`src/rtl/tmr_pkg.sv`:
```
package tmr_pkg;
  localparam int TMR_W = 16;
  localparam int DIV_W = 3;
  localparam int PRE_W = (1 << DIV_W) - 1;
  localparam int N_OUT = 4;

  typedef enum logic [1:0] {
    ADDR_CNT_A = 2'd0,
    ADDR_RLD_A = 2'd1,
    ADDR_CNT_B = 2'd2,
    ADDR_RLD_B = 2'd3
  } tmr_addr_e;
endpackage

```
`src/rtl/tmr_tick_gen.sv`:
```
module tmr_tick_gen
  import tmr_pkg::*;
(
  input  logic             clk_i,
  input  logic             rst_ni,
  input  logic             ext_sel_i,
  input  logic [DIV_W-1:0] div_i,
  input  logic             ext_i,
  output logic             tick_o
);
  logic [PRE_W-1:0] pre_q;
  logic [PRE_W-1:0] mask;
  logic [2:0]       sync_q;
  logic             ext_rise;
  logic             div_tick;

  always_ff @(posedge clk_i or negedge rst_ni) begin
    if (!rst_ni) begin
      pre_q  <= '0;
      sync_q <= '0;
    end else begin
      pre_q  <= pre_q + 1'b1;
      sync_q <= {sync_q[1:0], ext_i};
    end
  end

  // low d bits all ones: one tick every 2^d cycles
  always_comb begin
    mask = '0;
    for (int k = 0; k < PRE_W; k++) mask[k] = (k < int'(div_i));
  end

  assign div_tick = ((pre_q & mask) == mask);
  assign ext_rise = sync_q[1] & ~sync_q[2];
  assign tick_o   = ext_sel_i ? ext_rise : div_tick;

  assert_ext_single_R6: assert property (@(posedge clk_i) disable iff (!rst_ni)
    ext_rise |=> !ext_rise);
endmodule

```
`src/rtl/tmr_counter.sv`:
```
module tmr_counter
  import tmr_pkg::*;
(
  input  logic             clk_i,
  input  logic             rst_ni,
  input  logic             run_i,
  input  logic             tick_i,
  input  logic             wr_cnt_i,
  input  logic             wr_rld_i,
  input  logic [TMR_W-1:0] wr_data_i,
  output logic [TMR_W-1:0] cnt_o,
  output logic [TMR_W-1:0] rld_o,
  output logic             uflow_o
);
  logic [TMR_W-1:0] cnt_q, rld_q;
  logic             step;

  assign step    = run_i & tick_i & ~wr_cnt_i;
  assign uflow_o = step & (cnt_q == '0);

  always_ff @(posedge clk_i or negedge rst_ni) begin
    if (!rst_ni) begin
      cnt_q <= '0;
      rld_q <= '0;
    end else begin
      if (wr_rld_i) rld_q <= wr_data_i;
      if (wr_cnt_i)      cnt_q <= wr_data_i;
      else if (uflow_o)  cnt_q <= rld_q;
      else if (step)     cnt_q <= cnt_q - 1'b1;
    end
  end

  assign cnt_o = cnt_q;
  assign rld_o = rld_q;

  assert_step_R2: assert property (@(posedge clk_i) disable iff (!rst_ni)
    (run_i && tick_i && !wr_cnt_i && cnt_q != '0) |=> cnt_q == $past(cnt_q) - 1'b1);
  assert_reload_R3: assert property (@(posedge clk_i) disable iff (!rst_ni)
    uflow_o |=> cnt_q == $past(rld_q));
  assert_hold_R4: assert property (@(posedge clk_i) disable iff (!rst_ni)
    (!run_i && !wr_cnt_i) |=> $stable(cnt_q));
  assert_write_R10: assert property (@(posedge clk_i) disable iff (!rst_ni)
    wr_cnt_i |=> cnt_q == $past(wr_data_i));
endmodule

```
`src/rtl/tmr_sync_out.sv`:
```
module tmr_sync_out
  import tmr_pkg::*;
(
  input  logic             clk_i,
  input  logic             rst_ni,
  input  logic             uflow_i,
  input  logic [N_OUT-1:0] mode_i,
  input  logic [N_OUT-1:0] val_i,
  output logic [N_OUT-1:0] out_o
);
  logic [N_OUT-1:0] out_q;

  for (genvar i = 0; i < N_OUT; i++) begin : g_out
    always_ff @(posedge clk_i or negedge rst_ni) begin
      if (!rst_ni)           out_q[i] <= 1'b0;
      else if (!mode_i[i])   out_q[i] <= val_i[i];
      else if (uflow_i)      out_q[i] <= ~out_q[i];
    end

    assert_toggle_R9: assert property (@(posedge clk_i) disable iff (!rst_ni)
      (mode_i[i] && uflow_i) |=> out_q[i] != $past(out_q[i]));
    assert_keep_R9: assert property (@(posedge clk_i) disable iff (!rst_ni)
      (mode_i[i] && !uflow_i) |=> $stable(out_q[i]));
  end

  assign out_o = out_q;
endmodule

```
`src/rtl/tmr_pair_top.sv`:
```
module tmr_pair_top
  import tmr_pkg::*;
(
  input  logic             clk_i,
  input  logic             rst_ni,
  input  logic [1:0]       run_i,
  input  logic [1:0]       ext_src_i,
  input  logic [DIV_W-1:0] div_a_i,
  input  logic [DIV_W-1:0] div_b_i,
  input  logic             ext_a_i,
  input  logic             ext_b_i,
  input  logic             cascade_i,
  input  logic             wr_en_i,
  input  logic [1:0]       addr_i,
  input  logic [TMR_W-1:0] wr_data_i,
  output logic [TMR_W-1:0] rd_data_o,
  input  logic [N_OUT-1:0] out_mode_i,
  input  logic [N_OUT-1:0] out_val_i,
  output logic [N_OUT-1:0] out_o,
  output logic [1:0]       uflow_o
);
  logic [1:0]       src_tick;
  logic [DIV_W-1:0] div_sel [2];
  logic [1:0]       ext_pin;
  logic             tick_b, uflow_a, uflow_b;
  logic [TMR_W-1:0] cnt_a, rld_a, cnt_b, rld_b;
  tmr_addr_e        addr;

  assign div_sel[0] = div_a_i;
  assign div_sel[1] = div_b_i;
  assign ext_pin    = {ext_b_i, ext_a_i};
  assign addr       = tmr_addr_e'(addr_i);

  for (genvar t = 0; t < 2; t++) begin : g_tick
    tmr_tick_gen u_tick (
      .clk_i    (clk_i),
      .rst_ni   (rst_ni),
      .ext_sel_i(ext_src_i[t]),
      .div_i    (div_sel[t]),
      .ext_i    (ext_pin[t]),
      .tick_o   (src_tick[t])
    );
  end

  tmr_counter u_tmr_a (
    .clk_i    (clk_i),
    .rst_ni   (rst_ni),
    .run_i    (run_i[0]),
    .tick_i   (src_tick[0]),
    .wr_cnt_i (wr_en_i && addr == ADDR_CNT_A),
    .wr_rld_i (wr_en_i && addr == ADDR_RLD_A),
    .wr_data_i(wr_data_i),
    .cnt_o    (cnt_a),
    .rld_o    (rld_a),
    .uflow_o  (uflow_a)
  );

  assign tick_b = cascade_i ? uflow_a : src_tick[1];

  tmr_counter u_tmr_b (
    .clk_i    (clk_i),
    .rst_ni   (rst_ni),
    .run_i    (run_i[1]),
    .tick_i   (tick_b),
    .wr_cnt_i (wr_en_i && addr == ADDR_CNT_B),
    .wr_rld_i (wr_en_i && addr == ADDR_RLD_B),
    .wr_data_i(wr_data_i),
    .cnt_o    (cnt_b),
    .rld_o    (rld_b),
    .uflow_o  (uflow_b)
  );

  tmr_sync_out u_out (
    .clk_i  (clk_i),
    .rst_ni (rst_ni),
    .uflow_i(uflow_b),
    .mode_i (out_mode_i),
    .val_i  (out_val_i),
    .out_o  (out_o)
  );

  always_comb begin
    unique case (addr)
      ADDR_CNT_A: rd_data_o = cnt_a;
      ADDR_RLD_A: rd_data_o = rld_a;
      ADDR_CNT_B: rd_data_o = cnt_b;
      default:    rd_data_o = rld_b;
    endcase
  end

  assign uflow_o = {uflow_b, uflow_a};

  assert_cascade_R7: assert property (@(posedge clk_i) disable iff (!rst_ni)
    (cascade_i && !uflow_a && !(wr_en_i && addr == ADDR_CNT_B)) |=> $stable(cnt_b));
  assert_uflow_once_R3: assert property (@(posedge clk_i) disable iff (!rst_ni)
    uflow_b |=> !uflow_b || rld_b == '0);
endmodule

```
`config.mk`:
```
export PLATFORM = sky130hd
export DESIGN_NAME = tmr_pair_top
export DESIGN_NICKNAME = d
export VERILOG_FILES = /design/src/rtl/tmr_pkg.sv /design/src/rtl/tmr_tick_gen.sv /design/src/rtl/tmr_counter.sv /design/src/rtl/tmr_sync_out.sv /design/src/rtl/tmr_pair_top.sv
export SDC_FILE = /design/constraint.sdc
export NUM_CORES = 1
export LEC_CHECK = 0
export BUFFER_PORTS_ARGS = -buffer_cell sky130_fd_sc_hd__buf_2
export CAP_MARGIN = 0
export CORE_ASPECT_RATIO = 0.6
export CORE_MARGIN = 10
export CORE_UTILIZATION = 56
export DETAILED_ROUTE_END_ITERATION = 10
export MAX_ROUTING_LAYER = met4
export PLACE_DENSITY = 0.77
export SKIP_CTS_REPAIR_TIMING = 1
export SYNTH_ARGS = -nofsm -noshare
export SYNTH_HDL_FRONTEND = slang
export SYNTH_SLANG_ARGS = --single-unit
export TNS_END_PERCENT = 20
```
`constraint.sdc`:
```
create_clock -name clk_i -period 5.16 [get_ports clk_i]
set_clock_uncertainty 0.2 [all_clocks]
set_input_delay 1.032 -clock clk_i [delete_from_list [all_inputs] [get_ports clk_i]]
set_output_delay 1.032 -clock clk_i [all_outputs]
set_load 0.01 [all_outputs]
```
==> summary.md, run 1 <==
| Metric | Value |
|---|---|
| CTS sink cnt | `88` |
| Grt total ovfl | `0` |
| Net Count, Synth | `roughly 530` |
| Worst EP required | `just under 4000 ps` |
| Routed wire length | `between 10000 and 15000 um` |
| Status | `completed` |
| Leakage power | `2.32 nW` |
| Synth area leader | `dfrtp_1` |
| Crit path time final | `around 4300 ps` |
| Max-slew headroom | `a little over a third` |
| Worst Path Arrival | `~3100 ps` |
| Commonest non-fill, non-tap cell in the layout | `dfrtp_1` |
| Startpoint Class | `primary input` |
| Worst skew pair latency | `between 300 and 400 ps` |
| PortBufs | `63` |
| Highest Clock Rate | `about 230 MHz` |
| Diode count | `0` |
| Fin Setup TNS | `0 ps` |
| Nets | `just under 600` |
| Post-DR wirelength/cell | `about 21 um` |
| Sequential share of the synthesized area | `between 40 and 50%` |
| Worst setup EP type | `primary output` |
| Initial DRC Count | `500` |
| RSZ-0062 raised after global routing | `false` |
| CTS tree | `built` |
| First-pass GRT wire length | `21800 um` |
| Final Hold Viols | `0` |
| Routed vias/inst | `6.34` |
| Post-synth top flop | `dfrtp_1` |
| Final setup violation count | `0` |
| Flop2flop setup slack | `between 1500 and 2000 ps` |
| Core Region | `between 8000 and 9000 um^2` |
| Post-DP HPWL | `between 10000 and 15000 um` |
| Initial core utilization | `a little under three fifths` |
| Crit path kind | `primary input to primary output` |
| Least-Margin Pin Slew | `~960 ps` |
| Final Cycle Share | `a little over four fifths` |
| Die Ht | `around 92 um` |
| Grt met3 use | `6.85%` |
| Reg-to-Reg End | `u_tmr_b.cnt_o[14]$_DFFE_PN0P_` |
| Critical path fanouts, max | `22` |
| Share of cells above drive strength 1 | `about a quarter` |
| Synth Area per Inst | `a little over 10 um^2` |
| Critical path origin | `addr_i[1]` |
| Via count | `4116` |
| IO Count | `between 60 and 70` |
| Yosys reg bits | `between 80 and 90` |
| Worst min path class | `flip-flop to flip-flop` |
| # H-tree levels | `3` |
| Synth Instances | `479` |
| Share of the synthesized area in the top cell type | `about 45%` |
| Num CTS Buffers | `9` |
| Dpl cells | `about 630` |
| Met1 Usage GRT | `~30%` |
| Commonest non-fill, non-tap cells in the layout | `dfrtp_1 (88), nor2_1 (69), buf_2 (62), nand2_1 (38), mux2_2 (32)` |
| Worst setup path end | `uflow_o[1]` |
| Vias in the first global route | `3868` |
| Ys Warns | `0` |
| Top area cells in the synthesized netlist | `dfrtp_1 (45%), mux2_2 (7.4%), mux4_2 (7.4%)` |
| GR Util All Layers | `between 20% and 30%` |
| Area Overhead vs Synth | `13.3%` |
| Routability Congestion | `0.923` |
| Pre-CTS setup slack | `approximately 860 ps` |
| Clock root cell | `clkbuf_16` |
| GRT busiest layer | `met1` |
| Peak VDD IR | `approximately 0.16 mV` |
| Pins over their slew limit | `0` |
| Worst R2R Path Depth | `7` |
| Pre-antenna DRT Iters | `6` |
| Mapped cell area | `~5000 um^2` |
| Library cells used by synthesis | `between 50 and 60` |
| Asr flop ratio synth | `between 90% and 100%` |
| Clock slew at reported path FFs | `roughly 60 ps` |
| Setup ws final | `815 ps` |
| Initial antenna violation count | `0` |
| Worst reg2reg startpoint | `u_tmr_a.cnt_o[2]$_DFFE_PN0P_` |
| Final Instance Count excl. Fillers | `approximately 650` |
| # DRC | `0` |
| EDFF count, synth | `0` |
| # rows | `26` |
| Die W | `roughly 140 um` |
| Pwr Density | `345 nW/um^2` |
| Max-Cap Viols | `0` |
| M2 GR Usage | `between 20 and 30%` |
| Die area | `~13000 um^2` |
| Largest net degree at the start of global routing | `57` |
| Worst Hold Slack | `between 150 and 200 ps` |
| Post-route ant nets | `0` |
| CTS max path bufs | `2` |
metrics by stage:
stage	cell area, um^2	util (%)	total power, mW
floorplan	4860	-	1.13
global placement	5240	61.8	1.29
detailed placement	5240	61.8	1.30
CTS	5510	64.8	1.90
global route	5510	64.8	1.99
finish	5510	64.8	1.90
routing by layer:
| metal | vias to the layer above | routed length, um |
|---|---|---|
| li1 | 1887 | - |
| met1 | 2009 | 6240 |
| met2 | 200 | 5970 |
| met3 | 20 | 1320 |
| met4 | 0 | 187 |
| met5 | - | 0 |
how the worst min path moves through the flow:
stage / startpoint / to / slack, ps / cells past startpoint
4_1_cts: g_tick[1].u_tick.sync_q[0]$_DFF_PN0_ / g_tick[1].u_tick.sync_q[1]$_DFF_PN0_ / 150 / 0
3_3_place_gp: g_tick[0].u_tick.sync_q[0]$_DFF_PN0_ / g_tick[0].u_tick.sync_q[1]$_DFF_PN0_ / 130 / 0
5_1_grt: g_tick[1].u_tick.sync_q[0]$_DFF_PN0_ / g_tick[1].u_tick.sync_q[1]$_DFF_PN0_ / 170 / 0
2_1_floorplan: g_tick[0].u_tick.sync_q[0]$_DFF_PN0_ / g_tick[0].u_tick.sync_q[1]$_DFF_PN0_ / 130 / 0
3_5_place_dp: g_tick[1].u_tick.sync_q[0]$_DFF_PN0_ / g_tick[1].u_tick.sync_q[1]$_DFF_PN0_ / 140 / 0
6_report: g_tick[1].u_tick.sync_q[0]$_DFF_PN0_ / g_tick[1].u_tick.sync_q[1]$_DFF_PN0_ / 150 / 0
state kept, by name, summed over array words and instances (netlist names):
name,count
u_tmr_a.cnt_o,16
u_tmr_a.rld_o,16
u_tmr_b.cnt_o,16
u_tmr_b.rld_o,16
g_tick.u_tick.pre_q,14
g_tick.u_tick.sync_q,6
u_out.out_o,4
cells by family (layout without fill, tap and decap cells):
group,after synthesis,count (layout),synth area share (%)
AOI/OAI and AO/OA,105,105,13.9
adders and majority gates,4,4,1.03
and+or+nand+nor,171,171,17.0
xor gates and xnor gates,18,18,3.25
muxes,56,56,16.5
DFF,88,88,45.3
buffers and inverters,37,95,3.09
where the power goes:
part | leakage [nW] | internal [mW] | total [mW] | switching (mW)
combinational | 1.18 | 0.189 | 0.375 | 0.186
clock | 0.125 | 0.341 | 0.600 | 0.258
sequential | 1.02 | 0.789 | 0.927 | 0.138
total | 2.32 | 1.32 | 1.90 | 0.583
worst max-delay path, stage by stage:
cell and delay, ps:
buf_2 240, or3b_2 710, and3_1 270, a41oi_2 430, or2_1 200, nor3_1 60
buf_2 180
cell usage after synthesis (2+ instances only):
cell and n:
ha_1 4, nor2_1 69, nand2b_1 3, and3_1 5
nand2_1 38, o211ai_1 7, a21o_1 3, xnor2_1 8
nor3_1 12, mux4_2 16, or4_1 7, o31ai_1 5
nor3b_1 2, nand3_1 9, buf_1 2, mux2i_1 8
o41ai_1 2, mux2_2 32, and4_1 2, nor4_1 7
o21ai_1 6, dfrtp_1 88, a31oi_1 16, a21boi_0 2
xor2_1 10, nand3b_1 4, a211oi_1 7, o21ai_0 17
o2111ai_1 2, buf_2 3, nand4_1 4, buf_4 2
inv_1 11, or3_1 3, clkbuf_1 19, o22ai_1 3
a21oi_1 25
final cells by class:
type / instances / area, um^2
fill: 704 / 2990
multi-input combinational: 354 / 2500
timing repair buffer: 68 / 355
clock buffer: 16 / 262
inverter: 11 / 41.3
sequential: 88 / 2200
tap: 112 / 140
Power figures use the tool's default switching activity.
==> inputs of run 2 (changes only) <==
Settings changed: CORE_UTILIZATION 56 to 52, PLACE_DENSITY 0.77 to 0.75.
Clock period 5.16 ns to 3.9 ns, I/O delays scaled along.
==> run 2 against run 1 <==
  * Non-clock buffer count grew 10
  * Design area grew 2.6%
  * Register-to-register slack lost 940 ps
  * Core utilization shrank 2.9 points
  * Power grew 38%
  * Combinational power grew 35%
  * Sequential power grew 33%
  * Final cell count grew 2.2%
  * Sequential share of layout area shrank 1.0 points
  * Flip-flop and latch count is the same
  * Via count grew 4.3%
  * Critical endpoint unchanged
==> summary.md, run 2 (same netlist as run 1, synthesis figures left out) <==
| Metric | Value |
|---|---|
| Internal cell power | `between 1.5 and 2 mW` |
| Crit path max-delay family | `simple AND/OR/NAND/NOR gates` |
| Routability Congestion | `~0.95` |
| CTS tree | `built` |
| Dpl cells | `~650` |
| Commonest non-fill, non-tap cell in the layout | `dfrtp_1` |
| Max-Cap Viols | `0` |
| Initial antenna violation count | `0` |
| Num CTS Buffers | `9` |
| # rows | `27` |
| Crit path time final | `3790 ps` |
| Diode count | `0` |
| Max incr delay on CP | `620 ps` |
| Share of cells above drive strength 1 | `between 20 and 30%` |
| Final Instance Count excl. Fillers | `roughly 660` |
| Clock slew at reported path FFs | `roughly 60 ps` |
| Final Cycle Share | `a little over nine tenths` |
| Core Region | `around 9000 um^2` |
| Highest Clock Rate | `about 260 MHz` |
| Initial DRC Count | `602` |
| Fin Setup TNS | `0 ps` |
| Logic pwr share | `approximately a fifth` |
| Post-DP HPWL | `approximately 10000 um` |
| Routed vias/inst | `approximately 6.5` |
| Worst min path class | `flip-flop to flip-flop` |
| # DRC | `0` |
| CTS sink cnt | `a little under 90` |
| Peak VDD IR | `between 0.2 and 0.3 mV` |
| Worst path slowest cell | `or4_1` |
| PortBufs | `63` |
| Post-route ant nets | `0` |
| Worst EP required | `about 2900 ps` |
| Pre-antenna DRT Iters | `5` |
| Final setup violation count | `0` |
| Routed wire length | `~14000 um` |
| Clock root cell | `clkbuf_16` |
| Crit path kind | `flip-flop to primary output` |
| Via count | `~4300` |
| IO Count | `64` |
| Worst Path Arrival | `2810 ps` |
| Switch Pwr | `~800 uW` |
| # H-tree levels | `3` |
| Buf/Inv on CP | `1` |
| Die W | `between 100 and 150 um` |
| Final Hold Viols | `0` |
| Area Overhead vs Synth | `16.3%` |
| Worst setup EP type | `primary output` |
| Startpoint Class | `flip-flop` |
| Clock power share | `33.8%` |
| Initial core utilization | `53.3%` |
| Status | `completed` |
| Vias in the first global route | `4128` |
| Commonest non-fill, non-tap cells in the layout | `dfrtp_1 (88), nor2_1 (69), buf_2 (62), nand2_1 (38), mux2_2 (32)` |
| Grt total ovfl | `0` |
| Switching share of power | `a little under a third` |
| First-pass GRT wire length | `22500 um` |
| Max-slew headroom | `38.4%` |
| # fillers | `between 700 and 800` |
| Pwr Density | `about 460 nW/um^2` |
| Nets | `between 500 and 600` |
| Leakage power | `2.38 nW` |
| GR Util All Layers | `21.9%` |
| Sequential power share | `about 47%` |
| Worst skew pair latency | `~350 ps` |
| CTS max path bufs | `2` |
| Critical path fanouts, max | `8` |
| Least-Margin Pin Slew | `921 ps` |
| Crit path cell chain | `or4_1 > nor4_4 > a41oi_4 > or2_1 > nor3_1 > buf_2` |
| Post-DR wirelength/cell | `21.2 um` |
| Largest net degree at the start of global routing | `43` |
| Die Ht | `approximately 95 um` |
| RSZ-0062 raised after global routing | `false` |
| Pins over their slew limit | `0` |
| Finished Core Util | `about three fifths` |
| Die area | `13700 um^2` |
==> run 2: changes by cell type in the layout (fill, tap and decap cells not counted), sizes merged <==
cell      delta
buf         +10
clkinvlp     +4
clkbuf       -6
clkinv       +1
bufinv       +1
==> run 2: layout make-up <==
cell class                      count  area (um^2)  share of cell area [%]
Multi-Input combinational cell    354         2520                    44.6
Sequential cell                    88         2200                    39.0
Timing Repair Buffer               78          430                    7.62
Clock buffer                       10          239                    4.23
Tap cell                          116          145                    2.57
Clock inverter                      6         68.8                    1.22
Inverter                           11         41.3                   0.731
==> run 2: path summary, 6_finish.rpt <==
| path | from | end | slack, ps | depth (start not counted) |
|---|---|---|---|---|
| min reg2reg | g_tick[1].u_tick.sync_q[0]$_DFF_PN0_ | g_tick[1].u_tick.sync_q[1]$_DFF_PN0_ | 150 | 0 |
| max reg2reg | u_tmr_a.cnt_o[7]$_DFFE_PN0P_ | u_tmr_b.cnt_o[11]$_DFFE_PN0P_ | 720 | 7 |
| max in group asynchronous | rst_ni | u_tmr_a.cnt_o[14]$_DFFE_PN0P_ | 2540 | 2 |
| max | u_tmr_a.cnt_o[7]$_DFFE_PN0P_ | uflow_o[1] | 110 | 6 |
| min | g_tick[1].u_tick.sync_q[0]$_DFF_PN0_ | g_tick[1].u_tick.sync_q[1]$_DFF_PN0_ | 150 | 0 |
| min in group asynchronous | rst_ni | g_tick[1].u_tick.pre_q[4]$_DFF_PN0_ | 210 | 1 |
==> run 2: per-stage QoR <==
step                power, mW  instance area [um^2]  hold slack (ps)  setup WS [ps]
global placement         1.71                  5320              133            518
floorplan                1.50                  4860              131            372
global route             2.73                  5650              165           17.6
CTS                      2.62                  5630              152           81.6
finish                   2.62                  5650              151            111
detailed placement       1.73                  5320              137            417
==> run 2: worst reg2reg max path: stages, from the launching register on <==
cell and delay, ps:
dfrtp_1 450, or4_1 620, nor4_4 390, a41oi_4 220
nor2_1 610, buf_4 280, mux2i_1 190, o21ai_0 90
==> run 2: per-layer routing <==
layer / share of wire [%] / vias to the layer above / global-route usage (%)
li1: - / 1898 / -
met1: 43 / 2129 / 29.3
met2: 45 / 231 / 31.4
met3: 9.5 / 33 / 6.92
met4: 1.8 / 0 / 5.70
met5: 0 / - / -
==> run 2: power by group through the flow <==
stage	Combinational, mW	Sequential, mW	Clock, mW
floorplan	0.341	1.16	0
global placement	0.486	1.22	0
detailed placement	0.502	1.23	0
CTS	0.506	1.22	0.898
global route	0.558	1.24	0.929
finish	0.507	1.23	0.885
